==> src/rtl/shift_rotate_pkg.sv <==
package shift_rotate_pkg;

  typedef enum logic [2:0] {
    OP_SHL = 3'd0,
    OP_SHR = 3'd1,
    OP_SAR = 3'd2,
    OP_ROL = 3'd3,
    OP_ROR = 3'd4
  } shiftOp_e;

  // strobes from control to datapath
  typedef struct packed {
    logic leftDir;   // reverse bits around the network
    logic rotate;    // wrap bits instead of filling
    logic arith;     // fill with sign bit
    logic kill;      // force result to zero
  } shiftCtrl_t;

endpackage

==> src/rtl/shift_rotate_ctrl.sv <==
module shift_rotate_ctrl
  import shift_rotate_pkg::*;
(
  input  logic [2:0]  opSel,
  output shiftCtrl_t  ctrl
);

  always_comb begin
    ctrl = '0;
    case (opSel)
      OP_SHL: ctrl.leftDir = 1'b1;
      OP_SHR: ;
      OP_SAR: ctrl.arith = 1'b1;
      OP_ROL: begin
        ctrl.leftDir = 1'b1;
        ctrl.rotate  = 1'b1;
      end
      OP_ROR: ctrl.rotate = 1'b1;
      default: ctrl.kill = 1'b1;
    endcase
  end

endmodule

==> src/rtl/shift_rotate_datapath.sv <==
module shift_rotate_datapath
  import shift_rotate_pkg::*;
#(
  parameter int WIDTH = 16,
  parameter int SPLIT = 2,                 // stages before the register, 1..AMT_W-1
  localparam int AMT_W = $clog2(WIDTH)
) (
  input  logic              clk,
  input  logic              rst,
  input  logic              validIn,
  input  shiftCtrl_t        ctrl,
  input  logic [WIDTH-1:0]  operand,
  input  logic [AMT_W-1:0]  amount,
  output logic              validOut,
  output logic [WIDTH-1:0]  result
);

  function automatic logic [WIDTH-1:0] bitReverse(input logic [WIDTH-1:0] v);
    logic [WIDTH-1:0] r;
    for (int i = 0; i < WIDTH; i++) r[i] = v[WIDTH-1-i];
    return r;
  endfunction

  logic [WIDTH-1:0] orientIn;
  logic             fillIn;
  logic [WIDTH-1:0] stageOut [AMT_W];

  // pipeline state
  logic [WIDTH-1:0]       heldVal;
  logic [AMT_W-SPLIT-1:0] heldAmt;
  logic                   heldRotate;
  logic                   heldFill;
  logic                   heldLeft;
  logic                   heldKill;
  logic                   validQ;

  assign orientIn = ctrl.leftDir ? bitReverse(operand) : operand;
  assign fillIn   = ctrl.arith & operand[WIDTH-1];

  for (genvar k = 0; k < AMT_W; k++) begin : gStage
    localparam int S = 1 << k;
    logic [WIDTH-1:0] srcV;
    logic             useBit;
    logic             rot;
    logic             fill;

    if (k == 0) begin : gFirst
      assign srcV = orientIn;
    end else if (k == SPLIT) begin : gAfterReg
      assign srcV = heldVal;
    end else begin : gChain
      assign srcV = stageOut[k-1];
    end

    if (k < SPLIT) begin : gFront
      assign useBit = amount[k];
      assign rot    = ctrl.rotate;
      assign fill   = fillIn;
    end else begin : gBack
      assign useBit = heldAmt[k-SPLIT];
      assign rot    = heldRotate;
      assign fill   = heldFill;
    end

    assign stageOut[k] = !useBit ? srcV
                       : rot     ? {srcV[S-1:0], srcV[WIDTH-1:S]}
                                 : {{S{fill}}, srcV[WIDTH-1:S]};
  end

  always_ff @(posedge clk) begin
    heldVal    <= stageOut[SPLIT-1];
    heldAmt    <= amount[AMT_W-1:SPLIT];
    heldRotate <= ctrl.rotate;
    heldFill   <= fillIn;
    heldLeft   <= ctrl.leftDir;
    heldKill   <= ctrl.kill;
    if (rst) validQ <= 1'b0;
    else     validQ <= validIn;
  end

  assign validOut = validQ;
  assign result   = heldKill ? '0
                  : heldLeft ? bitReverse(stageOut[AMT_W-1])
                             : stageOut[AMT_W-1];

endmodule

==> src/rtl/shift_rotate_unit.sv <==
module shift_rotate_unit
  import shift_rotate_pkg::*;
#(
  parameter int WIDTH = 16,
  parameter int SPLIT = 2,
  localparam int AMT_W = $clog2(WIDTH)
) (
  input  logic              clk,
  input  logic              rst,
  input  logic              validIn,
  input  logic [2:0]        opSel,
  input  logic [WIDTH-1:0]  operand,
  input  logic [AMT_W-1:0]  amount,
  output logic              validOut,
  output logic [WIDTH-1:0]  result
);

  shiftCtrl_t ctrlStrobes;

  shift_rotate_ctrl uCtrl (
    .opSel (opSel),
    .ctrl  (ctrlStrobes)
  );

  shift_rotate_datapath #(.WIDTH(WIDTH), .SPLIT(SPLIT)) uPath (
    .clk      (clk),
    .rst      (rst),
    .validIn  (validIn),
    .ctrl     (ctrlStrobes),
    .operand  (operand),
    .amount   (amount),
    .validOut (validOut),
    .result   (result)
  );

endmodule

==> config.mk <==
export PLATFORM = sky130hd
export DESIGN_NAME = shift_rotate_unit
export DESIGN_NICKNAME = d
export VERILOG_FILES = /design/src/rtl/shift_rotate_pkg.sv /design/src/rtl/shift_rotate_ctrl.sv /design/src/rtl/shift_rotate_datapath.sv /design/src/rtl/shift_rotate_unit.sv
export SDC_FILE = /design/constraint.sdc
export NUM_CORES = 1
export LEC_CHECK = 0
export BUFFER_PORTS_ARGS = -buffer_cell sky130_fd_sc_hd__buf_4
export CAP_MARGIN = 0
export CORE_UTILIZATION = 40
export CTS_CLUSTER_SIZE = 30
export DETAILED_ROUTE_END_ITERATION = 12
export GPL_TIMING_DRIVEN = 0
export SYNTH_ARGS = -nofsm -noshare
export SYNTH_HDL_FRONTEND = slang
export SYNTH_SLANG_ARGS = --single-unit
==> constraint.sdc <==
create_clock -name clk -period 1.7 [get_ports clk]
set_input_delay 0.34 -clock clk [delete_from_list [all_inputs] [get_ports clk]]
set_output_delay 0.34 -clock clk [all_outputs]
set_load 0.02 [all_outputs]
==> impl_metrics.toml <==
[status]
status = "finished with violations"
violations = "setup timing"

[global_routing]
grt_remaining_overflow = 0
grt_use_total_pct = 18.6
grt_max_degree = 14
grt_pass1_wl_um = 7510
grt_antenna_before_repair = 0
grt_pass1_vias = 1611

[drt]
drt-total-wl_um = 4770
dr.pass1.iters = 4
via_per_inst = 5.52
vias = 1717
wl_per_cell_um = 15.3
first_iter_violations = 77
ant_nets = 0
drc_errors = 0

[floorplanning]
num_rows = 24
io-pin-count = 43
die_y_um = 69.9
fp.coreArea_sq_um = 4380
start_util_pct = 42.1
die_w_um = 69.9
dieArea_sq_um = 4890

[power]
power.leakage_uw = 0.00115
powerDensity_nw_per_um2 = 687
peakVddDrop_mv = 0.383
power.total_uw = 1910

[min_path]
hold_path_class = "in -> reg"
min_from = "amount[2]"
hold_path_depth = 1

[layout]
layout-drive-gt1-share_pct = 50.6
nets = 286
nFillCells = 391
fin_area_sq_um = 2780
insertedDiodeCount = 0
final_cell_mix = "40 x mux2i_1, 30 x buf_4, 19 x buf_6, 19 x dfxtp_1"
syn_to_final_growth_pct = 50.6
final_common_cell = "mux2i_1"

[timing]
rsz0062_at_grt = "true"
period_share_pct = 125
setup_slack_ns = -0.423
drv_slew = 0
setup_viol = 16
relSlewSlack_pct = 57.5
hold_violations = 0
worst_slew_pin_slew_ns = 0.635
fmax_mhz = 471
period_needed_ns = 2.12

[critical_path]
crit_type = "reg -> out"
crit_start = "uPath.gStage[2].rot"
cp_max_fo = 4
arrival_ns = 1.78
worstSetupEndpointType = "output port"
cp-start-kind = "flip-flop"
crit_required_ns = 1.36

[synthesis]
ys_seq_area_share_pct = 24.9
syn-mean-instance-area_sq_um = 8.92
syn-num-nets = 233
synth_area_leader_cell = "dfxtp_1"
synth_area_sq_um = 1850
netlist_top_cells_area = "dfxtp_1 25%, mux2i_1 24%, mux2_2 9.2%, nand2_1 4.3%, a22o_1 3.8%"
ys_ff_latch = 23
synth_top_area_share_pct = 24.9
yosys_warnings = 0
synth_cell_types = 36
synthCells = 207

[cts]
cts_root_buffer = "clkbuf_8"
cts_buffer_depth = 2
tritoncts = "built"
numCtsBuffers = 3
clk_pin_slew_worst_paths_ns = 0.08
htreeDepth = 1
clock-sinks = 23

[placement]
postPlaceCellArea_sq_um = 2310
place_congestion = 0.858
portBuffers = 42
dpl.hpwl_um = 3620

[run]
cap_violations = 0
==> worst paths after layout <==
| path | slack [ns] | end |
|---|---|---|
| max | -0.42 | result[11] |
| min | 0.18 | uPath.heldAmt[0] |
==> worst max-delay path, stage by stage, from the launching register on <==
cell and delay, ns:
dfxtp_4 0.37, mux2_4 0.30, mux4_2 0.50, a22o_4 0.23, buf_6 0.13
==> registers in the layout, summed over array words and instances (netlist names) <==
signal,count
uPath.gStage.fill,1
uPath.heldAmt,2
uPath.heldLeft,1
uPath.heldKill,1
uPath.gStage.rot,1
uPath.validOut,1
uPath.gStage.srcV,16
==> cells by family (layout without fill, tap and decap cells) <==
logic type             after synthesis  in the layout  synth area share, %
multiplexers                        67             67                 39.9
XOR/XNOR                             2              2                0.949
AO/OA/AOI/OAI                       46             46                 16.6
buffers and inverters               17             69                 4.34
AND/OR/NAND/NOR                     52             52                 13.2
flip-flops                          23             23                 24.9
==> cells in the mapped netlist <==
cell and count:
a211oi_1 7, a21o_1 1, a21oi_1 11, a221oi_1 1, a22o_1 8, a31oi_1 3, a32o_1 1, and3b_1 1
buf_1 4, buf_2 7, buf_6 1, clkbuf_1 4, clkinv_1 1, dfxtp_1 23, mux2_1 4, mux2_2 15
mux2_4 1, mux2i_1 44, mux4_2 3, nand2_1 21, nand2b_1 1, nand3_1 1, nand3b_1 2, nand4_1 1
nor2_1 13, nor2_2 1, nor2b_1 9, o21a_1 1, o21ai_0 2, o21ai_1 4, o221ai_1 1, o22ai_1 6
or2_1 1, or2_2 1, xnor2_1 1, xor2_1 1
==> area by class of cell <==
type | count | area [sq um] | area share [%]
buffer | 15 | 156 | 5.63
timing repair buffer | 49 | 464 | 16.7
sequential | 23 | 473 | 17.0
inverter | 1 | 3.75 | 0.135
tap | 52 | 65.1 | 2.34
clock buffer | 3 | 41.3 | 1.49
multi-input combinational | 167 | 1570 | 56.5
clock inverter | 1 | 5.00 | 0.180
==> routing by layer <==
metal	track usage [%]	vias to the layer above	wire length (um)
met2	36.0	41	2550
met1	22.7	809	2110
met3	1.01	2	92
li1	-	865	-
met4	3.33	0	21
met5	0	-	0
==> repair_timing <==
item                       in CTS  in global routing
gates cloned                    1                  0
buffers inserted                2                  5
pin swaps                       3                 17
gates resized for setup        37                 54
hold buffers                    0                  0
setup endpoints to repair      16                 22
==> where the power goes <==
part           leakage (uW)  internal, uW  switching, uW  total [uW]
clock network     0.0000255           163            149         312
registers          0.000195           602           75.9         678
logic              0.000927           479            442         921
total               0.00115          1240            667        1910
==> through the flow <==
stage	utilization [%]	worst slack (ns)	std cells	hold WS [ns]	setup TNS (ns)
2_1_floorplan	-	-0.0229	207	0.368	-0.0403
3_3_place_gp	52.8	-0.269	301	0.444	-4.93
3_5_place_dp	52.8	-0.282	301	0.446	-5.26
4_1_cts	58.2	-0.434	308	0.177	-5.46
5_1_grt	63.4	-0.472	311	0.172	-6.01
6_report	63.4	-0.423	311	0.183	-4.91
(Power assumes the default switching activity.)
